--- src/rtl/acc_core_pkg.sv ---
package acc_core_pkg;
  localparam logic [3:0] OP_LOAD  = 4'h0;
  localparam logic [3:0] OP_ADD   = 4'h1;
  localparam logic [3:0] OP_STORE = 4'h2;
  localparam logic [3:0] OP_BGT   = 4'h3;
  localparam logic [3:0] OP_SUB   = 4'h4;
  localparam logic [3:0] OP_LDI   = 4'h5;
  localparam logic [3:0] OP_JMP   = 4'h6;
  localparam logic [3:0] OP_HALT  = 4'h7;

  typedef struct packed {
    logic n;
    logic z;
    logic v;
    logic c;
  } flags_t;

  typedef enum logic {ST_FETCH = 1'b0, ST_EXEC = 1'b1} state_e;
endpackage

--- src/rtl/acc_alu.sv ---
module acc_alu
  import acc_core_pkg::*;
#(
  parameter int DW  = 16,
  parameter int OPW = 4
) (
  input  logic [OPW-1:0] op_i,
  input  logic [DW-1:0]  acc_i,
  input  logic [DW-1:0]  mdata_i,
  input  logic [DW-1:0]  imm_i,
  input  flags_t         flags_i,
  output logic [DW-1:0]  res_o,
  output flags_t         flags_o,
  output logic           acc_we_o
);
  localparam int MSB = DW - 1;

  logic [DW:0] sum, diff;

  assign sum  = {1'b0, acc_i} + {1'b0, mdata_i};
  assign diff = {1'b0, acc_i} + {1'b0, ~mdata_i} + (DW+1)'(1);

  always_comb begin
    res_o    = acc_i;
    flags_o  = flags_i;
    acc_we_o = 1'b0;
    case (op_i)
      OP_LOAD: begin
        res_o    = mdata_i;
        acc_we_o = 1'b1;
      end
      OP_ADD: begin
        res_o     = sum[DW-1:0];
        acc_we_o  = 1'b1;
        flags_o.c = sum[DW];
        flags_o.v = (acc_i[MSB] == mdata_i[MSB]) && (sum[MSB] != acc_i[MSB]);
      end
      OP_SUB: begin
        res_o     = diff[DW-1:0];
        acc_we_o  = 1'b1;
        flags_o.c = diff[DW];
        flags_o.v = (acc_i[MSB] != mdata_i[MSB]) && (diff[MSB] != acc_i[MSB]);
      end
      OP_LDI: begin
        res_o    = imm_i;
        acc_we_o = 1'b1;
      end
      default: ;
    endcase
    // N/Z follow every value that is moved or computed, store included
    if (acc_we_o || op_i == OP_STORE) begin
      flags_o.n = res_o[MSB];
      flags_o.z = (res_o == '0);
    end
  end
endmodule

--- src/rtl/acc_ctrl.sv ---
module acc_ctrl
  import acc_core_pkg::*;
#(
  parameter int AW  = 12,
  parameter int OPW = 4
) (
  input  logic           clk_i,
  input  logic           rst_ni,
  input  logic [OPW-1:0] op_i,
  input  logic [AW-1:0]  target_i,
  input  logic           flag_n_i,
  input  logic           flag_z_i,
  output logic           fetch_o,
  output logic           exec_o,
  output logic [AW-1:0]  pc_o,
  output logic           halted_o
);
  state_e state_q;

  assign fetch_o = (state_q == ST_FETCH) && !halted_o;
  assign exec_o  = (state_q == ST_EXEC)  && !halted_o;

  always_ff @(posedge clk_i or negedge rst_ni) begin
    if (!rst_ni) begin
      state_q  <= ST_FETCH;
      pc_o     <= '0;
      halted_o <= 1'b0;
    end else if (!halted_o) begin
      if (state_q == ST_FETCH) begin
        pc_o    <= pc_o + AW'(1);
        state_q <= ST_EXEC;
      end else begin
        state_q <= ST_FETCH;
        case (op_i)
          OP_JMP:  pc_o <= target_i;
          OP_BGT:  if (!flag_n_i && !flag_z_i) pc_o <= target_i;
          OP_HALT: halted_o <= 1'b1;
          default: ;
        endcase
      end
    end
  end
endmodule

--- src/rtl/acc_core.sv ---
module acc_core
  import acc_core_pkg::*;
#(
  parameter int AW  = 12,
  parameter int OPW = 4,
  localparam int DW = AW + OPW
) (
  input  logic          clk_i,
  input  logic          rst_ni,
  output logic [AW-1:0] mem_addr_o,
  output logic          mem_we_o,
  output logic [DW-1:0] mem_wdata_o,
  input  logic [DW-1:0] mem_rdata_i,
  output logic          halt_o,
  output logic [AW-1:0] dbg_pc_o,
  output logic [DW-1:0] dbg_acc_o,
  output logic [3:0]    dbg_flags_o
);
  logic [DW-1:0]  ir, acc_q, alu_res;
  logic [OPW-1:0] op;
  logic [AW-1:0]  operand, pc;
  flags_t         flags_q, alu_flags;
  logic           fetch, exec, alu_acc_we, halted;

  assign op      = ir[DW-1:AW];
  assign operand = ir[AW-1:0];

  acc_ctrl #(.AW(AW), .OPW(OPW)) u_ctrl (
    .clk_i    (clk_i),
    .rst_ni   (rst_ni),
    .op_i     (op),
    .target_i (operand),
    .flag_n_i (flags_q.n),
    .flag_z_i (flags_q.z),
    .fetch_o  (fetch),
    .exec_o   (exec),
    .pc_o     (pc),
    .halted_o (halted)
  );

  acc_alu #(.DW(DW), .OPW(OPW)) u_alu (
    .op_i     (op),
    .acc_i    (acc_q),
    .mdata_i  (mem_rdata_i),
    .imm_i    (DW'(operand)),
    .flags_i  (flags_q),
    .res_o    (alu_res),
    .flags_o  (alu_flags),
    .acc_we_o (alu_acc_we)
  );

  always_ff @(posedge clk_i or negedge rst_ni) begin
    if (!rst_ni) begin
      ir      <= '0;
      acc_q   <= '0;
      flags_q <= '0;
    end else if (fetch) begin
      ir <= mem_rdata_i;
    end else if (exec) begin
      flags_q <= alu_flags;
      if (alu_acc_we) acc_q <= alu_res;
    end
  end

  assign mem_addr_o  = exec ? operand : pc;
  assign mem_we_o    = exec && (op == OP_STORE);
  assign mem_wdata_o = acc_q;
  assign halt_o      = halted;
  assign dbg_pc_o    = pc;
  assign dbg_acc_o   = acc_q;
  assign dbg_flags_o = flags_q;
endmodule

--- config.mk ---
export PLATFORM = sky130hd
export DESIGN_NAME = acc_core
export DESIGN_NICKNAME = d
export VERILOG_FILES = /design/src/rtl/acc_core_pkg.sv /design/src/rtl/acc_alu.sv /design/src/rtl/acc_ctrl.sv /design/src/rtl/acc_core.sv
export SDC_FILE = /design/constraint.sdc
export NUM_CORES = 1
export LEC_CHECK = 0
export BUFFER_PORTS_ARGS = -buffer_cell sky130_fd_sc_hd__buf_4
export CORE_ASPECT_RATIO = 2
export CORE_UTILIZATION = 50
export DETAILED_ROUTE_END_ITERATION = 8
export PLACE_DENSITY = 0.72
export REMOVE_ABC_BUFFERS = 1
export SLEW_MARGIN = 10
export SYNTH_ARGS = -nofsm -noshare
export SYNTH_HDL_FRONTEND = slang
export SYNTH_SLANG_ARGS = --single-unit
--- constraint.sdc ---
create_clock -name clk_i -period 5.1 [get_ports clk_i]
set_clock_uncertainty 0.15 [all_clocks]
set_input_delay 1.02 -clock clk_i [delete_from_list [all_inputs] [get_ports clk_i]]
set_output_delay 1.02 -clock clk_i [all_outputs]
set_load 0.02 [all_outputs]
==> results.sh, run 1 <==
export IMPL_cts_setup_buffers=0
export IMPL_ioPinCount=80
export IMPL_synth_area_um2=4770
export IMPL_path_class="input port to register"
export IMPL_wl_per_cell_um=22.2
export IMPL_htreeDepth=2
export IMPL_crit_chain="buf_4 -> inv_1 -> ha_1 -> nor2b_1 -> or4_1 -> o211a_1 -> o31ai_1 -> o21ba_2 -> o31ai_1 -> a32oi_1 -> a21oi_1 -> o31ai_2"
export IMPL_finalHoldViolCount=0
export IMPL_violations="DRC"
export IMPL_cp_start_kind="input port"
export IMPL_crit_family="compound AO/OA/AOI/OAI gates"
export IMPL_cts_resized=0
export IMPL_r2r_start="dbg_acc_o[6]"
export IMPL_tns_ns=0
export IMPL_min_from="dbg_flags_o[1]"
export IMPL_hpwl_um=13200
export IMPL_cts_root_buf="clkbuf_16"
export IMPL_grt_pass1_wl_um=26100
export IMPL_layout_min_cycle_time_ns=3.88
export IMPL_ys_types=73
export IMPL_critPathBufInv=2
export IMPL_layout_common_cells="92 x nand2_1, 82 x buf_4, 50 x dfrtp_1"
export IMPL_yosysSeqAreaShare=0.262
export IMPL_drtPass1Iterations=7
export IMPL_vias=4885
export IMPL_grt_setup_unrepaired="false"
export IMPL_clk_pin_slew_ns=0.08
export IMPL_min_period_over_period=0.761
export IMPL_async_reset_ff_frac=1.00
export IMPL_tightestPinTransition_ns=1.21
export IMPL_die_width_um=71.1
export IMPL_yosys_register_bits=50
export IMPL_ir_worst_vdd_v=0.000572
export IMPL_route_detailed_drc=3
export IMPL_crit_arrival_ns=3.94
export IMPL_hold_path_class="register to register"
export IMPL_cts_inserted_buffers=5
export IMPL_ant_nets=0
export IMPL_cts_tree="built"
export IMPL_startpoint="mem_rdata_i[6]"
export IMPL_synth_main_ff_cell="dfrtp_1"
export IMPL_critical_path_slowest_cell="ha_1"
export IMPL_ys_warn_count=0
export IMPL_critPathMostFrequentCell="o31ai_1"
export IMPL_clockBufferDepth=2
export IMPL_holdBufCountCts=0
export IMPL_worstSkewPairLatency_ns=0.30
export IMPL_dp_slack_ns=0.981
export IMPL_clock_sinks=50
export IMPL_place_port_buffers=79
export IMPL_initial_core_util=0.512
export IMPL_p_leak_nw=2.47
export IMPL_first_global_vias=4930
export IMPL_mostFrequentLayoutCell="nand2_1"
export IMPL_avgSynthCellArea_um2=7.81
export IMPL_grt_overflow=0
export IMPL_drive_gt1_frac=0.197
export IMPL_area_growth_pct=12.7
export IMPL_drv_cap=0
export IMPL_relSlewSlack=0.189
export IMPL_viasPerCell=6.49
export IMPL_nFillCells=897
export IMPL_die_area_um2=9960
export IMPL_status="finished with violations"
export IMPL_required_ns=5.16
export IMPL_timing_fmax_mhz=258
export IMPL_gp_congestion=0.975
export IMPL_die_h_um=140
export IMPL_nNetsFinal=701
export IMPL_synthCells=611
export IMPL_grt_usage=0.346
export IMPL_final_setup_viol_count=0
export IMPL_crit_fanout=12
export IMPL_critPathCaptureType="register"
export IMPL_p_per_area_nw_per_um2=768
export IMPL_core_rowCount=50
export IMPL_slowest_delay_ns=0.52
export IMPL_antenna_found_initial=0
export IMPL_fin_ws_ns=1.22
export IMPL_coreArea_um2=9320
export IMPL_grt_start_max_net_pins=51
export IMPL_drv_slew=0
export IMPL_drt_total_wl_um=16700
export IMPL_drtIter0Drc=280
export IMPL_antenna_cells=0
export IMPL_synth_edf_count=0
[state kept, by name, summed over array words and instances (netlist names)]
signal and flops:
dbg_flags_o 4, u_ctrl.state_q 1, u_ctrl.pc_o 12, dbg_acc_o 16, u_ctrl.halted_o 1, ir 16
[path summary, 6_finish.rpt]
kind / to / slack [ns] / depth (start not counted)
setup / recovery: dbg_flags_o[2] / 1.22 / 12
hold / removal: dbg_flags_o[1] / 0.36 / 2
setup reg to reg: dbg_flags_o[2] / 1.55 / 10
hold reg to reg: dbg_flags_o[1] / 0.36 / 2
max in group asynchronous: dbg_acc_o[6] / 3.73 / 1
min in group asynchronous: dbg_acc_o[11] / 0.59 / 1
[kinds of logic after synthesis]
group	Yosys count	synth area share
compound gates	201	0.290
xor+xnor	7	0.0129
fa+ha+maj	35	0.0950
buf+inv	88	0.0900
flops	50	0.262
mux	17	0.0420
simple gates	213	0.208
[final cells by class]
cell class	count	area [µm²]	area share
Clock buffer	5	125	0.0233
Clock inverter	3	27.5	0.00512
Inverter	36	135	0.0251
Multi-Input combinational cell	473	3090	0.575
Sequential cell	50	1250	0.233
Tap cell	104	130	0.0242
Timing Repair Buffer	82	616	0.114
[report_power, final]
| group | leakage (nW) | switching (mW) | internal [mW] |
|---|---|---|---|
| clock | 0.0723 | 0.174 | 0.188 |
| sequential | 0.593 | 0.360 | 0.593 |
| combinational | 1.80 | 1.71 | 1.11 |
| total | 2.47 | 2.24 | 1.89 |
[routing by layer]
metal  share of wire  vias to the layer above  global-route usage
met1            0.34                     2360               0.348
met5               0                        -                   0
met2            0.55                      204               0.656
met4           0.060                        0               0.214
li1                -                     2257                   -
met3           0.042                       64              0.0410
[metrics by stage]
| stage | instances | instance area (µm²) | hold WS (ns) | util | total power, mW |
|---|---|---|---|---|---|
| 6_report | 753 | 5380 | 0.359 | 0.577 | 4.13 |
| 3_3_place_gp | 745 | 5220 | 0.327 | 0.560 | 3.71 |
| 2_1_floorplan | 559 | 4480 | 0.368 | - | 2.67 |
| 3_5_place_dp | 745 | 5220 | 0.348 | 0.560 | 3.73 |
| 4_1_cts | 753 | 5380 | 0.365 | 0.577 | 4.10 |
| 5_1_grt | 753 | 5380 | 0.383 | 0.577 | 4.40 |
[synth_stat cells, drive strengths merged (7+ instances only)]
master  count  share of area
nand2      92          0.072
o21ai      51          0.054
a21oi      50          0.055
dfrtp      50           0.26
nor2       44          0.035
inv        36          0.028
buf        34          0.047
ha         33          0.087
clkbuf     18          0.014
mux2       14          0.033
nor3       14          0.015
nand2b     11          0.014
nor2b      11          0.014
nor4        9          0.013
a21o        8          0.013
a221oi      7          0.015
o22ai       7         0.0092
o31ai       7          0.012
[worst register-to-register path: stages (launching register included)]
cell and delay (ns):
dfrtp_1 0.48, ha_1 0.58, nor2b_1 0.10, or4_1 0.50
o211a_1 0.29, o31ai_1 0.46, o21ba_2 0.19, o31ai_1 0.06
a32oi_1 0.31, a21oi_1 0.15, o31ai_2 0.20
Note: power is estimated with default switching activity, not from simulation.
==> run 2, diff against run 1 <==
--- a/config.mk
+++ b/config.mk
@@ -9,7 +9,7 @@
 export CORE_ASPECT_RATIO = 2
 export CORE_UTILIZATION = 50
 export DETAILED_ROUTE_END_ITERATION = 8
-export PLACE_DENSITY = 0.72
+export PLACE_DENSITY = 0.75
 export REMOVE_ABC_BUFFERS = 1
 export SLEW_MARGIN = 10
 export SYNTH_ARGS = -nofsm -noshare
==> constraint.sdc (replaced) <==
create_clock -name clk_i -period 3.5 [get_ports clk_i]
set_clock_uncertainty 0.15 [all_clocks]
set_input_delay 0.7 -clock clk_i [delete_from_list [all_inputs] [get_ports clk_i]]
set_output_delay 0.7 -clock clk_i [all_outputs]
set_load 0.02 [all_outputs]
==> run 2 against run 1 <==
Net effect:
- the flow still finishes with violations (DRC)
- hold slack lost 0.090 ns
- sequential power grew 44%
- register-to-register slack worse by 1.4 ns
- first-iteration DRC count grew 34%
- cell area rose by 7.7%
- via count increased by 3.8%
- global-route usage up 0.92 points
- sequential share of layout area is 1.6 points lower
==> results.sh, run 2 (synthesis results as in run 1) <==
export IMPL_dp_cells=797
export IMPL_grt_start_max_net_pins=51
export IMPL_final_setup_viol_count=0
export IMPL_p_leak_nw=2.73
export IMPL_layout_min_cycle_time_ns=3.37
export IMPL_hpwl_um=13800
export IMPL_grt_setup_unrepaired="false"
export IMPL_hold_path_class="input port to asynchronous set/reset pin"
export IMPL_place_port_buffers=79
export IMPL_switchingPower_mw=3.35
export IMPL_initial_core_util=0.512
export IMPL_ant_nets=0
export IMPL_nNetsFinal=753
export IMPL_critPathCaptureType="register"
export IMPL_place_area_um2=5610
export IMPL_crit_fanout=4
export IMPL_route_detailed_drc=4
export IMPL_p_per_area_nw_per_um2=1120
export IMPL_grt_pass1_wl_um=26700
export IMPL_required_ns=3.52
export IMPL_die_area_um2=9960
export IMPL_clock_sinks=50
export IMPL_whs_ns=0.269
export IMPL_swShare=0.518
export IMPL_crit_arrival_ns=3.39
export IMPL_timing_fmax_mhz=297
export IMPL_htreeDepth=2
export IMPL_viasPerCell=6.30
export IMPL_drive_gt1_frac=0.258
export IMPL_grtUsageMet2=0.659
export IMPL_mostFrequentLayoutCell="buf_4"
export IMPL_drtPass1Iterations=9
export IMPL_gp_congestion=0.999
export IMPL_ioPinCount=80
export IMPL_first_global_vias=4954
export IMPL_cts_setup_buffers=0
export IMPL_area_growth_pct=21.4
export IMPL_grt_usage=0.355
export IMPL_drt_total_wl_um=17400
export IMPL_violations="DRC"
export IMPL_drv_slew=0
export IMPL_coreArea_um2=9320
export IMPL_clockBufferDepth=2
export IMPL_clk_pin_slew_ns=0.08
export IMPL_cts_inserted_buffers=5
export IMPL_grt_overflow=0
export IMPL_worstSkewPairLatency_ns=0.31
export IMPL_drtIter0Drc=375
export IMPL_drv_cap=0
export IMPL_clkPwrFrac=0.092
export IMPL_vias=5070
export IMPL_die_h_um=140
export IMPL_antenna_found_initial=0
export IMPL_final_cell_area_um2=5790
export IMPL_path_class="input port to register"
export IMPL_antenna_cells=0
export IMPL_cts_root_buf="clkbuf_16"
export IMPL_die_width_um=71.1
export IMPL_relSlewSlack=0.436
export IMPL_tightestPinTransition_ns=0.844
export IMPL_status="finished with violations"
export IMPL_cp_start_kind="input port"
export IMPL_min_period_over_period=0.963
export IMPL_cts_tree="built"
export IMPL_grt_use_met3=0.0403
export IMPL_layout_common_cells="134 x buf_4, 92 x nand2_1, 49 x dfrtp_1"
export IMPL_p_int_mw=3.11
export IMPL_core_rowCount=50
export IMPL_wl_per_cell_um=21.7
export IMPL_tns_ns=0
export IMPL_p_comb_frac=0.696
export IMPL_finalHoldViolCount=0
export IMPL_top_usage_layer="met2"
export IMPL_ir_worst_vdd_v=0.000649
export IMPL_use_met1=0.367
export IMPL_p_seq_frac=0.212
export IMPL_fin_cells=805
run 2: final cells by class:
cell class	instances	area [µm²]
Timing Repair Buffer	134	1010
Tap cell	104	130
Sequential cell	50	1250
Multi-Input combinational cell	473	3100
Fill cell	862	3530
Inverter	36	135
Clock buffer	5	125
Clock inverter	3	43.8
run 2: through the flow:
stage / setup slack (ns) / utilization / total power, mW
floorplan: 0.359 / - / 3.90
global placement: -0.211 / 0.602 / 5.73
detailed placement: -0.197 / 0.602 / 5.79
CTS: 0.152 / 0.620 / 6.40
global route: 0.0562 / 0.621 / 6.86
finish: 0.130 / 0.621 / 6.47
run 2: power groups by stage:
stage	Combinational, mW	Clock, mW	Sequential (mW)
floorplan	2.34	0	1.56
detailed placement	4.42	0	1.37
finish	4.50	0.594	1.37
global route	4.82	0.614	1.42
CTS	4.44	0.596	1.36
global placement	4.38	0	1.35
run 2: worst max-delay path, cell delays in order:
cell and delay, ns:
buf_4 0.09, inv_1 0.03, ha_1 0.34, or3_1 0.44
nor4_2 0.37, buf_4 0.19, o211a_1 0.26, o31ai_1 0.15
o21ba_2 0.21, o31ai_1 0.06, a32oi_1 0.15, o31ai_1 0.40
run 2: what timing repair did:
item | in CTS | in global routing
setup endpoints to repair | 0 | 1
resized for setup | 0 | 3
hold buffers | 0 | 0
run 2: worst paths after layout:
kind / slack (ns) / to / cells past startpoint / startpoint
max reg2reg: 0.17 / dbg_flags_o[3] / 10 / dbg_acc_o[8]
min reg2reg: 0.37 / dbg_flags_o[1] / 2 / dbg_flags_o[1]
max: 0.13 / dbg_flags_o[3] / 12 / mem_rdata_i[8]
min: 0.27 / dbg_acc_o[10] / 1 / rst_ni
min in group clk_i: 0.37 / dbg_flags_o[1] / 2 / dbg_flags_o[1]
max in group asynchronous: 2.41 / dbg_acc_o[0] / 1 / rst_ni
run 2: per-layer routing:
layer / vias to the layer above / share of wire
met1: 2419 / 0.35
met5: - / 0
met2: 224 / 0.55
li1: 2361 / -
met4: 0 / 0.063
met3: 66 / 0.042
==> run 3, diff against run 2 <==
--- a/config.mk
+++ b/config.mk
@@ -7,9 +7,9 @@
 export LEC_CHECK = 0
 export BUFFER_PORTS_ARGS = -buffer_cell sky130_fd_sc_hd__buf_4
 export CORE_ASPECT_RATIO = 2
-export CORE_UTILIZATION = 50
+export CORE_MARGIN = 8
+export CORE_UTILIZATION = 30
 export DETAILED_ROUTE_END_ITERATION = 8
-export PLACE_DENSITY = 0.75
 export REMOVE_ABC_BUFFERS = 1
 export SLEW_MARGIN = 10
 export SYNTH_ARGS = -nofsm -noshare
==> run 3 against run 2 <==
Net effect:
- the flow now finishes without violations
- largest cell class unchanged
- first-iteration DRC count decreased by 26%
- highest routed layer unchanged
- utilization decreased by 23 points
- critical path type is now register to register
- combinational power rose by 5.8%
- die area increased by 110%
- register-to-register slack better by 0.03 ns
==> results.sh, run 3 (synthesis results as in run 1) <==
export IMPL_startpoint="dbg_acc_o[0]"
export IMPL_cts_inserted_buffers=5
export IMPL_layout_common_cells="163 x buf_4, 92 x nand2_1, 50 x dfrtp_1"
export IMPL_swShare=0.510
export IMPL_layout_min_cycle_time_ns=3.30
export IMPL_switchingPower_mw=3.42
export IMPL_fin_cells=932
export IMPL_dp_slack_ns=-0.122
export IMPL_worstSkewPairLatency_ns=0.31
export IMPL_drtPass1Iterations=5
export IMPL_whs_ns=0.279
export IMPL_cts_tree="built"
export IMPL_viasPerCell=5.46
export IMPL_fin_util=0.390
export IMPL_timing_fmax_mhz=303
export IMPL_drv_slew=0
export IMPL_p_int_mw=3.29
export IMPL_coreArea_um2=15700
export IMPL_ir_worst_vdd_v=0.000531
export IMPL_die_area_um2=20400
export IMPL_crit_chain="ha_1 -> inv_1 -> fa_1 -> o21bai_1 -> a21oi_2 -> buf_4 -> o21ai_1 -> and3_1 -> nor3_1 -> o311a_1 -> nor4_2 -> o2111ai_1 -> o31ai_2"
export IMPL_ioPinCount=80
export IMPL_route_detailed_drc=0
export IMPL_dp_cells=923
export IMPL_die_width_um=105
export IMPL_required_ns=3.56
export IMPL_critPathCaptureType="register"
export IMPL_relSlewSlack=0.431
export IMPL_tns_ns=0
export IMPL_slowest_delay_ns=0.47
export IMPL_place_port_buffers=79
export IMPL_first_global_vias=5346
export IMPL_cts_root_buf="clkbuf_16"
export IMPL_drv_cap=0
export IMPL_crit_fanout=6
export IMPL_grt_pass1_wl_um=29800
export IMPL_top_usage_layer="met2"
export IMPL_die_h_um=194
export IMPL_wl_per_cell_um=20.4
export IMPL_grtUsageMet2=0.359
export IMPL_critical_path_slowest_cell="dfrtp_1"
export IMPL_grt_usage=0.186
export IMPL_cp_start_kind="register"
export IMPL_min_period_over_period=0.943
export IMPL_r2r_start="dbg_acc_o[0]"
export IMPL_clock_sinks=50
export IMPL_tightestPinTransition_ns=0.850
export IMPL_ant_nets=0
export IMPL_final_cell_area_um2=6120
export IMPL_grt_overflow=0
export IMPL_status="completed"
export IMPL_core_rowCount=65
export IMPL_cts_setup_buffers=0
export IMPL_grt_use_met3=0.0192
export IMPL_clkPwrFrac=0.089
export IMPL_use_met1=0.172
export IMPL_finalHoldViolCount=0
export IMPL_final_setup_viol_count=0
export IMPL_hpwl_um=15600
export IMPL_finalPower_mw=6.71
export IMPL_fin_ws_ns=0.199
export IMPL_cts_resized=0
export IMPL_p_leak_nw=2.87
export IMPL_crit_arrival_ns=3.36
export IMPL_place_area_um2=5950
export IMPL_p_comb_frac=0.710
export IMPL_nNetsFinal=782
export IMPL_antenna_found_initial=1
export IMPL_p_per_area_nw_per_um2=1100
export IMPL_vias=5085
export IMPL_drtIter0Drc=277
export IMPL_drt_total_wl_um=19000
export IMPL_initial_core_util=0.304
export IMPL_mostFrequentLayoutCell="buf_4"
export IMPL_p_seq_frac=0.201
export IMPL_htreeDepth=2
export IMPL_gp_congestion=0.995
export IMPL_holdBufCountCts=0
export IMPL_path_class="register to register"
export IMPL_drive_gt1_frac=0.284
export IMPL_hold_path_class="input port to asynchronous set/reset pin"
export IMPL_grt_setup_unrepaired="false"
export IMPL_area_growth_pct=28.3
export IMPL_clk_pin_slew_ns=0.08
export IMPL_grt_start_max_net_pins=51
export IMPL_clockBufferDepth=2
## run 3: per-layer routing
metal / wire length (µm) / part of all wire
met3: 583 / 0.031
met5: 0 / 0
met4: 1470 / 0.078
met1: 6440 / 0.34
met2: 10500 / 0.55
## run 3: worst paths after layout
kind	to	depth (start not counted)	slack, ns
worst max-delay path	dbg_flags_o[2]	13	0.20
worst min-delay path	dbg_acc_o[7]	1	0.28
worst max register to register	dbg_flags_o[2]	13	0.20
worst min register to register	dbg_flags_o[1]	2	0.36
max in group asynchronous	dbg_flags_o[0]	1	2.43
min in group clk_i	dbg_flags_o[1]	2	0.36
## run 3: cell type report
type,count,area [µm²]
antenna,1,2.50
clock buffer,6,129
clock inverter,2,37.5
fill,1661,9580
inverter,36,135
multi-input combinational,473,3090
sequential,50,1250
tap,201,251
timing repair buffer,163,1220
## run 3: worst max-delay path: cells and delay by family, from the launching register on
kind,cells,cell delay (ns)
buffers and inverters,2,0.19
AND/OR/NAND/NOR,3,0.47
AO/OA/AOI/OAI,6,1.33
flip-flops,1,0.47
adder cells (fa/ha/maj),2,0.59
## run 3: power by group through the flow
| stage | clock (mW) | sequential (mW) | combinational, mW |
|---|---|---|---|
| after floorplan | 0 | 1.56 | 2.34 |
| after global placement | 0 | 1.35 | 4.74 |
| after detailed placement | 0 | 1.36 | 4.74 |
| after CTS | 0.610 | 1.35 | 4.76 |
| after global routing | 0.626 | 1.41 | 5.16 |
| final | 0.596 | 1.35 | 4.76 |
